## src/rtl/fsmb_pkg.sv

```systemverilog
package fsmb_pkg;

  // Source the consumer read port selects for the registered read data.
  typedef enum logic [1:0] {
    RSEL_NONE,
    RSEL_SLOT,
    RSEL_ARM,
    RSEL_STATUS
  } rsel_e;

  localparam int unsigned WORD_BYTES = 4;

endpackage

```

## src/rtl/fsmb_slot_decode.sv

```systemverilog
module fsmb_slot_decode
  import fsmb_pkg::*;
#(
  parameter int unsigned ADDR_W    = 8,
  parameter int unsigned NUM_SLOTS = 8,
  parameter logic [ADDR_W-1:0] SLOT_BASE = 'h8C,
  localparam int unsigned IDX_W    = (NUM_SLOTS > 1) ? $clog2(NUM_SLOTS) : 1
) (
  input  logic [ADDR_W-1:0]    addr,
  output logic                 hit,
  output logic [IDX_W-1:0]     idx,
  output logic [NUM_SLOTS-1:0] onehot
);

  // One comparator per slot, each against its own word address.
  for (genvar s = 0; s < NUM_SLOTS; s++) begin : g_cmp
    localparam logic [ADDR_W-1:0] SLOT_ADDR =
      SLOT_BASE + ADDR_W'(WORD_BYTES * s);
    assign onehot[s] = (addr == SLOT_ADDR);
  end

  always_comb begin
    idx = '0;
    for (int s = 0; s < NUM_SLOTS; s++) begin
      if (onehot[s]) idx = IDX_W'(s);
    end
  end

  assign hit = |onehot;

endmodule

```

## src/rtl/fsmb_slot_store.sv

```systemverilog
module fsmb_slot_store #(
  parameter int unsigned DATA_W    = 32,
  parameter int unsigned NUM_SLOTS = 8,
  localparam int unsigned IDX_W    = (NUM_SLOTS > 1) ? $clog2(NUM_SLOTS) : 1
) (
  input  logic              clk,
  input  logic              rst,
  input  logic              we,
  input  logic [IDX_W-1:0]  widx,
  input  logic [DATA_W-1:0] wdata,
  input  logic [IDX_W-1:0]  ridx,
  output logic [DATA_W-1:0] rword
);

  logic [DATA_W-1:0] slot_w [NUM_SLOTS];

  // Each slot is its own resettable register, so reset clears it.
  for (genvar s = 0; s < NUM_SLOTS; s++) begin : g_slot
    logic [DATA_W-1:0] q;
    always_ff @(posedge clk) begin
      if (rst) begin
        q <= '0;
      end else if (we && (widx == IDX_W'(s))) begin
        q <= wdata;
      end
    end
    assign slot_w[s] = q;
  end

  assign rword = slot_w[ridx];

endmodule

```

## src/rtl/fsmb_flag_ctrl.sv

```systemverilog
module fsmb_flag_ctrl #(
  parameter int unsigned DATA_W    = 32,
  parameter int unsigned NUM_SLOTS = 8,
  parameter int unsigned STAT_OFS  = 9
) (
  input  logic                 clk,
  input  logic                 rst,
  input  logic [NUM_SLOTS-1:0] set_vec,
  input  logic                 clr_we,
  input  logic                 arm_we,
  input  logic [DATA_W-1:0]    wdata,
  output logic [DATA_W-1:0]    status_word,
  output logic [DATA_W-1:0]    arm_word,
  output logic                 irq_q
);

  logic [NUM_SLOTS-1:0] pend_q, arm_q, clr_field, pend_d;

  assign clr_field = clr_we ? wdata[STAT_OFS +: NUM_SLOTS] : '0;
  // A new message in the same cycle as its acknowledge wins.
  assign pend_d    = (pend_q & ~clr_field) | set_vec;

  always_ff @(posedge clk) begin
    if (rst) begin
      pend_q <= '0;
      arm_q  <= '0;
      irq_q  <= 1'b0;
    end else begin
      pend_q <= pend_d;
      if (arm_we) arm_q <= wdata[STAT_OFS +: NUM_SLOTS];
      irq_q  <= |(pend_q & arm_q);
    end
  end

  assign status_word = DATA_W'(pend_q) << STAT_OFS;
  assign arm_word    = DATA_W'(arm_q) << STAT_OFS;

endmodule

```

## src/rtl/fast_slot_mbox.sv

```systemverilog
module fast_slot_mbox
  import fsmb_pkg::*;
#(
  parameter int unsigned DATA_W    = 32,
  parameter int unsigned ADDR_W    = 8,
  parameter int unsigned NUM_SLOTS = 8,
  parameter int unsigned STAT_OFS  = 9,
  parameter logic [ADDR_W-1:0] SLOT_BASE = 'h8C,
  parameter logic [ADDR_W-1:0] ARM_ADDR  = 'hC0,
  parameter logic [ADDR_W-1:0] CLR_ADDR  = 'hC4,
  parameter logic [ADDR_W-1:0] STAT_ADDR = 'hC8
) (
  input  logic              clk,
  input  logic              rst,
  input  logic              snd_wr_en,
  input  logic [ADDR_W-1:0] snd_addr,
  input  logic [DATA_W-1:0] snd_wdata,
  input  logic              rcv_wr_en,
  input  logic              rcv_rd_en,
  input  logic [ADDR_W-1:0] rcv_addr,
  input  logic [DATA_W-1:0] rcv_wdata,
  output logic [DATA_W-1:0] rcv_rdata,
  output logic              rcv_rvalid,
  output logic              rcv_irq
);

  localparam int unsigned IDX_W = (NUM_SLOTS > 1) ? $clog2(NUM_SLOTS) : 1;

  logic                 snd_hit, rcv_hit;
  logic [IDX_W-1:0]     snd_idx, rcv_idx;
  logic [NUM_SLOTS-1:0] snd_onehot, rcv_onehot, set_vec;
  logic [DATA_W-1:0]    slot_word, status_word, arm_word;
  logic                 arm_we, clr_we;
  rsel_e                rsel;

  fsmb_slot_decode #(
    .ADDR_W(ADDR_W), .NUM_SLOTS(NUM_SLOTS), .SLOT_BASE(SLOT_BASE)
  ) snd_dec_i (
    .addr(snd_addr), .hit(snd_hit), .idx(snd_idx), .onehot(snd_onehot)
  );

  fsmb_slot_decode #(
    .ADDR_W(ADDR_W), .NUM_SLOTS(NUM_SLOTS), .SLOT_BASE(SLOT_BASE)
  ) rcv_dec_i (
    .addr(rcv_addr), .hit(rcv_hit), .idx(rcv_idx), .onehot(rcv_onehot)
  );

  fsmb_slot_store #(
    .DATA_W(DATA_W), .NUM_SLOTS(NUM_SLOTS)
  ) store_i (
    .clk(clk), .rst(rst),
    .we(snd_wr_en && snd_hit), .widx(snd_idx), .wdata(snd_wdata),
    .ridx(rcv_idx), .rword(slot_word)
  );

  assign set_vec = snd_wr_en ? snd_onehot : '0;
  assign arm_we  = rcv_wr_en && (rcv_addr == ARM_ADDR);
  assign clr_we  = rcv_wr_en && (rcv_addr == CLR_ADDR);

  fsmb_flag_ctrl #(
    .DATA_W(DATA_W), .NUM_SLOTS(NUM_SLOTS), .STAT_OFS(STAT_OFS)
  ) flags_i (
    .clk(clk), .rst(rst), .set_vec(set_vec),
    .clr_we(clr_we), .arm_we(arm_we), .wdata(rcv_wdata),
    .status_word(status_word), .arm_word(arm_word), .irq_q(rcv_irq)
  );

  always_comb begin
    if (rcv_hit)                     rsel = RSEL_SLOT;
    else if (rcv_addr == ARM_ADDR)   rsel = RSEL_ARM;
    else if (rcv_addr == STAT_ADDR)  rsel = RSEL_STATUS;
    else                             rsel = RSEL_NONE;
  end

  always_ff @(posedge clk) begin
    if (rst) begin
      rcv_rdata  <= '0;
      rcv_rvalid <= 1'b0;
    end else begin
      rcv_rvalid <= rcv_rd_en;
      if (rcv_rd_en) begin
        case (rsel)
          RSEL_SLOT:   rcv_rdata <= slot_word;
          RSEL_ARM:    rcv_rdata <= arm_word;
          RSEL_STATUS: rcv_rdata <= status_word;
          default:     rcv_rdata <= '0;
        endcase
      end
    end
  end

  // Unused decode output of the consumer decoder.
  logic unused_ok;
  assign unused_ok = ^rcv_onehot;

endmodule

```

## config.mk

```make
export PLATFORM = sky130hd
export DESIGN_NAME = fast_slot_mbox
export DESIGN_NICKNAME = d
export VERILOG_FILES = /design/src/rtl/fsmb_pkg.sv /design/src/rtl/fsmb_slot_decode.sv /design/src/rtl/fsmb_slot_store.sv /design/src/rtl/fsmb_flag_ctrl.sv /design/src/rtl/fast_slot_mbox.sv
export SDC_FILE = /design/constraint.sdc
export NUM_CORES = 1
export LEC_CHECK = 0
export BUFFER_PORTS_ARGS = -buffer_cell sky130_fd_sc_hd__buf_4
export CORE_ASPECT_RATIO = 1.75
export CORE_MARGIN = 10
export CORE_UTILIZATION = 60
export CTS_CLUSTER_SIZE = 24
export DETAILED_ROUTE_END_ITERATION = 6
export HOLD_SLACK_MARGIN = 0.05
export PLACE_DENSITY = 0.8
export SETUP_SLACK_MARGIN = 0.15
export SYNTH_ARGS = -nofsm -noshare
export SYNTH_HDL_FRONTEND = slang
export SYNTH_SLANG_ARGS = --single-unit
```

## constraint.sdc

```tcl
create_clock -name clk -period 2.3 [get_ports clk]
set_input_delay 0 -clock clk [delete_from_list [all_inputs] [get_ports clk]]
set_output_delay 0 -clock clk [all_outputs]
set_load 0.005 [all_outputs]
```

Word level (Yosys, flattened, before mapping). Cells that the tools add are included.

Bits in registers: 306. Bits in latches: 0. Bits in writable memories: 0. Bits in read-only memories: 0. Output and inout bits: 34. Memories: 0.

$add $sub $neg: 0. Multiply operators: 0. Div/mod/pow operators: 0. Order comparisons: 1. Eq/ne operators: 29. Shift operators: 0. Mux-type cells: 23. Bitwise operators: 5. Reductions and logical operators: 15.

Operator list (count): == test 8 bit, second input constant (19); binary-select mux 32 bit (select 3 bit) (1); case mux 32 bit (3 select lines) (1); two-way mux 32 bit (2); two-way mux 3 bit (8); OR reduction 8 bit (3); AND 8 bit (2); two-way mux 8 bit (2); two-way mux 2 bit (7); == test 3 bit, second input constant (4); logical AND 1 bit (11); inverter 8 bit (1); bitwise OR 8 bit (1); == test 3 x 2 -> 1 bit, second input constant (2); == test 2 bit, second input constant (2); greater-or-equal comparator 4 bit, second input constant (1); inverter 3 -> 4 bit (1); == test 3 x 1 -> 1 bit, second input constant (1); zero test 3 bit (1); == test 2 x 1 -> 1 bit, second input constant (1); two-way mux 1 bit (2).

Longest topological paths before layout. Gate-level depths: netlist of the first run.

Depth in word-level cells: 13. Depth in mapped cells: 9. Depth with buffers taken out: 6.

Hierarchy. From an unflattened synthesis of the first run, not the netlist that was laid out.

Cells, all modules: 1720. Area total of the unflattened synthesis: 15227.1 um^2.

By module, submodules not included: fsmb_slot_store (times used 1, cells an instance 1277, area each 11187.0 um^2, sequential area each 5124.9 um^2); fast_slot_mbox (times used 1, cells an instance 282, area each 2631.3 um^2, sequential area each 660.6 um^2); fsmb_flag_ctrl (times used 1, cells an instance 105, area each 1016.0 um^2, sequential area each 340.3 um^2); fsmb_slot_decode (times used 2, cells an instance 28, area each 196.4 um^2, sequential area each 0.0 um^2).

Worst setup path before layout of the first run. Ideal clock, no wire load.

Path kind: input to register. Start point: in rcv_addr[1]. End point: reg rcv_rdata[18]. Arrival: 1637 ps. Required time: 2180 ps. Slack: 543 ps. Stages on the path: 7. Cells stage by stage: or4b_1 buf_6 or3_4 buf_6 a21oi_2 o22ai_1 a211o_1.

Cells in the longest elaborated chain, start to end: 13.

RTL lines: start: declaration (line fast_slot_mbox.sv:20) `input logic [ADDR_W-1:0] rcv_addr,`; == test 8 bit (line fsmb_slot_decode.sv:19) `assign onehot[s] = (addr == SLOT_ADDR);`; two-way mux 1 bit (line fsmb_slot_decode.sv:25) `if (onehot[s]) idx = IDX_W'(s);`; two-way mux 2 bit (2 in series) (line fsmb_slot_decode.sv:25); two-way mux 3 bit (4 in series) (line fsmb_slot_decode.sv:25); inverter 3 -> 4 bit (not written as such) (line fsmb_slot_store.sv:30) `assign rword = slot_w[ridx];`; binary-select mux 32 bit (select 3 bit) (line fsmb_slot_store.sv:30); two-way mux 32 bit (not written as such) (2 in series) (line fsmb_slot_store.sv:30); case mux 32 bit (3 select lines) * (line fast_slot_mbox.sv:82) `case (rsel)`; end signal: assignment (line fast_slot_mbox.sv:83) `RSEL_SLOT: rcv_rdata <= slot_word;`; end signal: assignment (line fast_slot_mbox.sv:84) `RSEL_ARM: rcv_rdata <= arm_word;`; end signal: assignment (line fast_slot_mbox.sv:85) `RSEL_STATUS: rcv_rdata <= status_word;`; end: declaration (line fast_slot_mbox.sv:22) `output logic [DATA_W-1:0] rcv_rdata,`.

Mark *: on every way between the ends. The rest lies on a longest branch, timed or not. The select of a mux whose other input is x is not followed. A chain may end at the register's enable or synchronous reset.

Final worst setup path of the first run.
Start point: in rcv_addr[3]. End point: reg rcv_rdata[8].

Same word-level chain as after synthesis.

==> impl_metrics.py, run 1 <==
metrics = {
    "detailed_routing": {
        "drt_pass1_iterations": 7,
        "dr_total_vias": 14060,
        "vias_per_cell": 6.256,
        "drt-initial-drc-count": 1820,
        "wl_um": 45610,
        "post_drt_wl_per_cell_um": 20.30,
        "ant_nets": 0,
        "route.detailed.drc": 1,
    },
    "critical_path": {
        "cp_top_family": "buffers and inverters",
        "required_ns": 2.73,
        "critPathLaunch": "rcv_addr[3]",
        "critPathMaxStageDelay_ns": 0.53,
        "crit_chain": "dlygate4sd3_1 -> buf_4 -> buf_4 -> nor2_4 -> buf_4 -> buf_4 -> nand2_1 -> nand2_1 -> a31oi_1 -> o211ai_1",
        "worstPathArrival_ns": 2.46,
        "r2r_start": "flags_i.pend_q[7]$_SDFF_PP0_",
        "critPathSlowestCell": "dlygate4sd3_1",
        "start_kind": "input port",
        "path_class": "input port to flip-flop",
        "path_max_fanout": 21,
        "crit_path_end_kind": "flip-flop",
        "cp_num_buf_inv": 5,
        "cp_common_cell": "buf_4",
    },
    "timing": {
        "tightest_slew_ns": 1.086,
        "period_minus_slack_ns": 2.037,
        "period_share": 0.8856,
        "setup_tns_ns": 0,
        "finalWorstSetupSlack_ns": 0.2631,
        "slew_headroom": 0.2760,
        "rsz0062_at_grt": "no",
        "setup_viol": 0,
        "hold_viol_final": 0,
        "finalMaxSlewViolations": 0,
        "fmax_ghz": 0.4909,
        "finClkSkew_ns": 0.01031,
        "timing.hold.ws_ns": 0.06601,
    },
    "place": {
        "port-buffer-count": 94,
        "place.gp.congestion": 0.8945,
        "dp_hpwl_um": 26400,
        "preCtsSetupSlack_ns": 0.2088,
    },
    "logic_synthesis": {
        "synthesis.area_um2": 13940,
        "synth_edf_count": 0,
        "syn_avg_cell_area_um2": 7.419,
        "synth-main-ff-cell": "dfxtp_1",
        "synth_nets": 1964,
        "synth_cell_type_count": 58,
        "ys_warn_count": 0,
        "netlist_instances": 1879,
        "async_flop_share": 0,
        "synth-seq-cells": 306,
        "yosysSeqAreaShare": 0.4394,
    },
    "run_status": {
        "violations": "DRC",
        "outcome": "finished, violations left",
    },
    "layout": {
        "nets": 2011,
        "post_route_cells_drive_above_1_share": 0.1136,
        "layout_commonest_cell": "nand2_1",
        "mostFrequentLayoutCells": "nand2_1, dfxtp_1, a21oi_1, buf_4, mux2i_1",
        "area_growth_pct": 16.96,
    },
    "power": {
        "p_leak_nw": 5.446,
        "cellPowerDensity_nw_per_um2": 649.5,
        "ir_drop_mv": 0.5371,
    },
    "floorplan": {
        "fp.dieH_um": 221.6,
        "io_pins": 119,
        "start_util": 0.6105,
        "die_area_um2": 29970,
        "core_um2": 22830,
        "die_w_um": 135.2,
        "rows": 73,
    },
    "global_route": {
        "antenna_found_initial": 1,
        "grt-ovfl-total": 0,
        "grt.total_usage": 0.2894,
        "grt_pass1_vias": 13510,
        "grt_pass1_wl_um": 71060,
        "grt_max_degree": 105,
    },
    "cts": {
        "clock_latency_ns": 0.56,
        "clk_path_buf_depth": 3,
        "htreeDepth": 1,
        "tritoncts": "done",
        "cts_buffers": 27,
        "cts.sinks": 306,
        "cts.clk_slew.worst_paths_ns": 0.07,
        "cts_setup_buffers": 0,
        "cts_root_buf": "clkbuf_16",
    },
    "worst_hold_path": {
        "holdCritPathClass": "input port to flip-flop",
        "hold_start": "rcv_addr[7]",
    },
    "job": {
        "drv_cap": 0,
    },
}
cell families (layout without fill, tap and decap cells):
kind of cell,after synthesis,after routing,share of synthesized area
AO/OA/AOI/OAI,494,494,0.2123
XOR/XNOR,3,3,0.001885
buffers and inverters,205,271,0.06139
flip-flops,306,306,0.4394
multiplexers,73,73,0.05268
other,0,2,0
AND/OR/NAND/NOR,798,798,0.2323
final timing paths:
kind,endpoint,slack (ns),cells past startpoint
setup / recovery,rcv_rdata[8]$_SDFFE_PP0P_,0.26,10
hold / removal,rcv_rdata[10]$_SDFFE_PP0P_,0.07,5
setup reg to reg,rcv_rdata[16]$_SDFFE_PP0P_,0.76,5
hold reg to reg,store_i.g_slot[3].q[10]$_SDFFE_PP0P_,0.45,2
synthesized netlist by cell type, types with 13 or more instances:
library cell | instances | area, um^2
buf_2 | 51 | 255.2
nor2_1 | 41 | 153.9
mux2i_1 | 72 | 720.7
nand3_1 | 15 | 75.07
o21ai_0 | 40 | 200.2
inv_1 | 21 | 78.83
o211ai_1 | 27 | 202.7
nor3_1 | 29 | 145.1
a22oi_1 | 30 | 225.2
a2bb2oi_1 | 17 | 148.9
nand2_1 | 667 | 2504
a31oi_1 | 22 | 137.6
o22ai_1 | 13 | 81.33
a21oi_1 | 282 | 1411
dfxtp_1 | 306 | 6126
clkbuf_1 | 122 | 457.9
what timing repair did:
item	4_1_cts	5_1_grt
setup endpoints to repair	0	9
endpoints found under the hold margin	282	0
gates resized for setup	0	1
hold buffers	53	0
flip-flops by register name, summed over array words and instances (netlist names):
signal / flops
rcv_rdata: 32
store_i.g_slot.q: 256
flags_i.pend_q: 8
flags_i.arm_q: 8
flags_i.irq_q: 1
rcv_rvalid: 1
metal layers:
layer  track usage  routed length, um  vias to the layer above
met3       0.04446               3972                      187
li1              -                  -                     6433
met4        0.1540               2304                        0
met1        0.3385              16900                     6655
met5             0                  0                        -
met2        0.4917              22430                      783
metrics by stage:
stage	utilization	instance area (um^2)	instances	total power, W
finish	0.7141	16310	2247	0.01059
global route	0.7139	16300	2245	0.01083
CTS	0.7137	16300	2245	0.01057
detailed placement	0.6519	14890	2144	0.005997
global placement	0.6519	14890	2144	0.005991
floorplan	-	13940	1879	0.005771
layout make-up:
cell class	count	area [um^2]
inverter	21	78.83
fill	1851	6529
antenna	2	5.005
clock buffer	38	747.0
timing repair buffer	202	1805
sequential	306	6126
clock inverter	10	133.9
tap	300	375.4
multi-input combinational	1368	7034
where the power goes:
group / internal, W / switching (W) / leakage, nW
registers: 0.00530 / 0.00000399 / 2.46
logic: 0.000234 / 0.000431 / 2.56
clock network: 0.00260 / 0.00202 / 0.426
total: 0.00814 / 0.00245 / 5.45
worst reg2reg max path, cell delays in order, from the launching register on:
cell and delay, ns:
dfxtp_1 0.32, mux2i_1 0.49, o22a_1 0.25, a22oi_1 0.10
o21ai_0 0.17, nand3_1 0.08
(Power assumes the default switching activity.)
==> run 2, diff against run 1 <==
==> constraint.sdc (replaced) <==
create_clock -name clk -period 2.1 [get_ports clk]
set_input_delay 0 -clock clk [delete_from_list [all_inputs] [get_ports clk]]
set_output_delay 0 -clock clk [all_outputs]
set_load 0.005 [all_outputs]
==> run 2 against run 1 <==
Effect of this change: the flow still finishes with violations (DRC); first-iteration DRC count shrank 19%; sequential cell count is the same; clock-buffer cell count is the same; non-clock buffer count grew 5; combinational power grew 9.9%; critical endpoint is now store_i.g_slot[5].q[25]$_SDFFE_PP0P_; clock skew grew 0.0087 ns; global-route usage shrank 0.56 points; wire length shrank 2.3%; design area grew 0.59%; die area is the same; largest cell class unchanged; sequential share of layout area shrank 0.22 points.
==> impl_metrics.py, run 2 (same netlist as run 1, synthesis figures left out) <==
metrics = {
    "floorplan": {
        "fp.dieH_um": 221.6,
        "rows": 73,
        "die_w_um": 135.2,
        "start_util": 0.6105,
        "die_area_um2": 29970,
        "core_um2": 22830,
        "io_pins": 119,
    },
    "place": {
        "port-buffer-count": 94,
        "preCtsSetupSlack_ns": 0.05872,
        "place.gp.congestion": 0.8566,
        "dp_hpwl_um": 26570,
        "place_area_um2": 14970,
    },
    "cts": {
        "tritoncts": "done",
        "clock_latency_ns": 0.56,
        "cts.sinks": 306,
        "cts_buffers": 27,
        "clk_path_buf_depth": 3,
        "cts_resized": 0,
        "cts.clk_slew.worst_paths_ns": 0.07,
        "cts_root_buf": "clkbuf_16",
        "htreeDepth": 1,
    },
    "layout": {
        "mostFrequentLayoutCells": "nand2_1, dfxtp_1, a21oi_1, buf_4, mux2i_1",
        "finalInstanceArea_um2": 16400,
        "largest_reg_flops": 256,
        "post_route_cells_drive_above_1_share": 0.1178,
        "area_growth_pct": 17.65,
        "nets": 2016,
        "layout_commonest_cell": "nand2_1",
        "largestRegisters": "store_i.g_slot.q x256, rcv_rdata x32",
        "top_register": "store_i.g_slot.q",
        "fill_cells": 1781,
    },
    "detailed_routing": {
        "dr_total_vias": 13970,
        "route.detailed.drc": 1,
        "vias_per_cell": 6.197,
        "post_drt_wl_per_cell_um": 19.77,
        "drt_pass1_iterations": 7,
        "wl_um": 44570,
        "ant_nets": 0,
        "drt-initial-drc-count": 1480,
    },
    "power": {
        "cellPowerDensity_nw_per_um2": 710.6,
        "ir_drop_mv": 0.8258,
        "p_leak_nw": 5.482,
    },
    "run_status": {
        "violations": "DRC",
        "outcome": "finished, violations left",
    },
    "timing": {
        "finClkSkew_ns": 0.01904,
        "period_share": 0.8807,
        "finalMaxSlewViolations": 0,
        "period_minus_slack_ns": 1.849,
        "slew_headroom": 0.3794,
        "tightest_slew_ns": 0.9309,
        "rsz0062_at_grt": "no",
        "fmax_ghz": 0.5407,
        "finalWorstSetupSlack_ns": 0.2505,
        "setup_viol": 0,
        "setup_tns_ns": 0,
        "hold_viol_final": 0,
    },
    "worst_hold_path": {
        "holdCritPathClass": "input port to flip-flop",
        "hold_start": "rcv_addr[7]",
    },
    "critical_path": {
        "start_kind": "input port",
        "crit_path_end_kind": "flip-flop",
        "critPathSlowestCell": "dlygate4sd3_1",
        "path_class": "input port to flip-flop",
        "critPathMaxStageDelay_ns": 0.55,
        "required_ns": 2.58,
        "r2r_start": "flags_i.pend_q[7]$_SDFF_PP0_",
        "crit_chain": "dlygate4sd3_1 -> buf_4 -> nand4b_1 -> buf_4 -> nor3_2 -> buf_12 -> nand2_1 -> dlygate4sd3_1 -> a21oi_1",
        "worstPathArrival_ns": 2.33,
        "critPathLaunch": "snd_addr[4]",
        "path_max_fanout": 33,
    },
    "global_route": {
        "grt_pass1_wl_um": 70150,
        "grt_pass1_vias": 13590,
        "grt-ovfl-total": 0,
        "grt_max_degree": 204,
        "grt.total_usage": 0.2838,
        "antenna_found_initial": 2,
    },
    "job": {
        "drv_cap": 0,
    },
}
-- run 2: worst paths after layout --
check	to	slack, ns	depth (start not counted)
min	rcv_rdata[13]$_SDFFE_PP0P_	0.08	5
min reg2reg	store_i.g_slot[3].q[15]$_SDFFE_PP0P_	0.45	2
max	store_i.g_slot[5].q[25]$_SDFFE_PP0P_	0.25	9
max reg2reg	rcv_rdata[16]$_SDFFE_PP0P_	0.57	5
-- run 2: layer usage --
layer	up-vias	track usage	routed length (um)
li1	6450	-	-
met1	6607	0.3255	16530
met2	745	0.4848	21960
met3	166	0.04537	3760
met4	0	0.1586	2322
met5	-	0	0
-- run 2: layout make-up --
type                       count  area (um^2)  area share
clock inverter                12        141.4    0.008620
clock buffer                  38        767.0     0.04676
timing repair buffer         207         1878      0.1145
inverter                      21        78.83    0.004806
multi-input combinational   1368         7030      0.4286
antenna                        2        5.005   0.0003051
tap                          300        375.4     0.02289
sequential                   306         6126      0.3735
-- run 2: critical path: cells and delay by family --
family	cells	cell delay, ns
simple gates	3	0.48
compound gates	1	0.11
buf+inv	5	1.72
-- run 2: report_power, final --
group | internal, W | leakage [nW] | switching, W
clock | 0.00292 | 0.450 | 0.00219
combinational | 0.000261 | 2.57 | 0.000470
sequential | 0.00581 | 2.46 | 0.00000448
-- run 2: through the flow --
| step | cells | total power [W] | util | hold slack, ns |
|---|---|---|---|---|
| detailed placement | 2150 | 0.006576 | 0.6555 | 0.2494 |
| CTS | 2252 | 0.01165 | 0.7181 | 0.07200 |
| finish | 2254 | 0.01166 | 0.7183 | 0.07548 |
| global route | 2254 | 0.01193 | 0.7183 | 0.1034 |
| floorplan | 1879 | 0.006321 | - | 0.1439 |
| global placement | 2150 | 0.006571 | 0.6555 | 0.2434 |
-- run 2: repair_timing --
item | 4_1_cts | 5_1_grt
hold buffers | 52 | 0
hold endpoints to repair | 284 | 0
setup buffers | 0 | 0
==> run 3, diff against run 2 <==
--- a/config.mk
+++ b/config.mk
@@ -12,7 +12,7 @@
 export CTS_CLUSTER_SIZE = 24
 export DETAILED_ROUTE_END_ITERATION = 6
 export HOLD_SLACK_MARGIN = 0.05
-export PLACE_DENSITY = 0.8
+export PLACE_DENSITY = 0.83
 export SETUP_SLACK_MARGIN = 0.15
 export SYNTH_ARGS = -nofsm -noshare
 export SYNTH_HDL_FRONTEND = slang
==> constraint.sdc (replaced) <==
create_clock -name clk -period 2.1 [get_ports clk]
set_input_delay 0.21 -clock clk [delete_from_list [all_inputs] [get_ports clk]]
set_output_delay 0.21 -clock clk [all_outputs]
set_load 0.005 [all_outputs]
==> run 3 against run 2 <==
Effect of this change: the flow still finishes with violations (DRC); clock power fell by 1%; critical path depth is 3 lower; worst setup slack improved by 0.18 ns; die area unchanged; sequential cell count unchanged; design area increased by 0.16%; cell count is 0.31% lower; critical path type unchanged; highest routed layer unchanged.
==> impl_metrics.py, run 3 (same netlist as run 1, synthesis figures left out) <==
metrics = {
    "critical_path": {
        "worstPathArrival_ns": 2.07,
        "crit_path_end_kind": "flip-flop",
        "path_class": "input port to flip-flop",
        "r2r_slack_ns": 0.75,
        "r2r_start": "flags_i.pend_q[5]$_SDFF_PP0_",
        "start_kind": "input port",
        "path_max_fanout": 8,
        "r2r_cells": 5,
        "critPathLaunch": "rcv_addr[5]",
        "required_ns": 2.50,
        "endpoint": "rcv_rdata[30]$_SDFFE_PP0P_",
        "reg2reg_to": "rcv_rdata[14]$_SDFFE_PP0P_",
    },
    "cts": {
        "htreeDepth": 1,
        "postCtsHoldBufs": 41,
        "cts_root_buf": "clkbuf_16",
        "cts_buffers": 27,
        "clock_latency_ns": 0.57,
        "cts.clk_slew.worst_paths_ns": 0.06,
        "tritoncts": "done",
        "cts.sinks": 306,
        "cts_setup_buffers": 0,
        "cts_resized": 0,
        "clk_path_buf_depth": 3,
    },
    "floorplan": {
        "rows": 73,
        "io_pins": 119,
        "die_w_um": 135.2,
        "core_um2": 22830,
        "die_area_um2": 29970,
        "fp.dieH_um": 221.6,
        "start_util": 0.6105,
    },
    "worst_hold_path": {
        "hold_start": "rst",
        "hold_depth": 4,
        "holdCritPathClass": "input port to flip-flop",
    },
    "timing": {
        "hold_viol_final": 0,
        "tightest_slew_ns": 0.9039,
        "finalMaxSlewViolations": 0,
        "period_minus_slack_ns": 1.669,
        "finClkSkew_ns": 0.02250,
        "timing.hold.ws_ns": 0.1333,
        "setup_tns_ns": 0,
        "fmax_ghz": 0.5993,
        "setup_viol": 0,
        "rsz0062_at_grt": "no",
        "period_share": 0.7946,
        "slew_headroom": 0.3974,
    },
    "global_route": {
        "grt_max_degree": 204,
        "antenna_found_initial": 0,
        "grt.total_usage": 0.2855,
        "grt_pass1_vias": 13820,
        "grt-ovfl-total": 0,
        "grt_pass1_wl_um": 70620,
    },
    "detailed_routing": {
        "vias_per_cell": 6.312,
        "route.detailed.drc": 1,
        "post_drt_wl_per_cell_um": 19.85,
        "ant_nets": 0,
        "wl_um": 44610,
        "drt_pass1_iterations": 7,
        "dr_total_vias": 14180,
        "drt-initial-drc-count": 1685,
    },
    "layout": {
        "nets": 2010,
        "largest_reg_flops": 256,
        "finalInstanceArea_um2": 16430,
        "mostFrequentLayoutCells": "nand2_1, dfxtp_1, a21oi_1, buf_4, mux2i_1",
        "area_growth_pct": 17.84,
        "largestRegisters": "store_i.g_slot.q x256, rcv_rdata x32",
        "top_register": "store_i.g_slot.q",
        "fill_cells": 1757,
        "layout_commonest_cell": "nand2_1",
        "post_route_cells_drive_above_1_share": 0.1218,
        "fin_cells": 2247,
    },
    "place": {
        "port-buffer-count": 94,
        "dp_hpwl_um": 26370,
        "dp_cells": 2155,
        "place.gp.congestion": 0.9152,
        "place_area_um2": 15120,
    },
    "run_status": {
        "violations": "DRC",
        "outcome": "finished, violations left",
    },
    "power": {
        "cellPowerDensity_nw_per_um2": 704.9,
        "p_leak_nw": 5.522,
        "ir_drop_mv": 0.7576,
    },
    "job": {
        "drv_cap": 0,
    },
}
-- run 3: critical path, stage by stage --
cell,delay [ns]
buf_4,0.12
xnor2_1,0.71
or3_1,0.50
o221ai_1,0.20
a211oi_1,0.25
nor4_1,0.08
-- run 3: final cells by class --
class / count / area, um^2 / share of cell area
Sequential cell: 306 / 6126 / 0.3729
Clock inverter: 12 / 116.4 / 0.007083
Tap cell: 300 / 375.4 / 0.02285
Clock buffer: 38 / 777.0 / 0.04730
Multi-Input combinational cell: 1368 / 7034 / 0.4282
Antenna cell: 1 / 2.502 / 0.0001523
Inverter: 21 / 78.83 / 0.004798
Timing Repair Buffer: 201 / 1918 / 0.1168
-- run 3: layer usage --
metal  up-vias  global-route usage  routed length (um)
li1       6434                   -                   -
met1      6672              0.3392               16020
met2       870              0.4763               21660
met3       208             0.04560                4500
met4         0              0.1561                2431
met5         -                   0                   0
-- run 3: through the flow --
stage	total power [W]	setup WS, ns	util
floorplan	0.006321	0.1610	-
global placement	0.006576	-0.006065	0.6622
detailed placement	0.006581	-0.02703	0.6622
CTS	0.01157	0.5088	0.7193
global route	0.01183	0.3263	0.7193
finish	0.01158	0.4314	0.7195
-- run 3: worst min-delay path by stage --
stage / endpoint / slack [ns]
after floorplan: flags_i.arm_q[0]$_SDFFE_PP0P_ / 0.35
after global placement: store_i.g_slot[3].q[13]$_SDFFE_PP0P_ / 0.44
after detailed placement: store_i.g_slot[3].q[10]$_SDFFE_PP0P_ / 0.44
after CTS: rcv_rdata[25]$_SDFFE_PP0P_ / 0.10
after global routing: rcv_rdata[27]$_SDFFE_PP0P_ / 0.15
final: rcv_rdata[25]$_SDFFE_PP0P_ / 0.13
-- run 3: where the power goes --
| part | switching [W] | leakage, nW | total (W) | internal (W) |
|---|---|---|---|---|
| Combinational | 0.000467 | 2.61 | 0.000725 | 0.000258 |
| Sequential | 0.00000441 | 2.46 | 0.00581 | 0.00581 |
| Clock | 0.00221 | 0.446 | 0.00504 | 0.00283 |
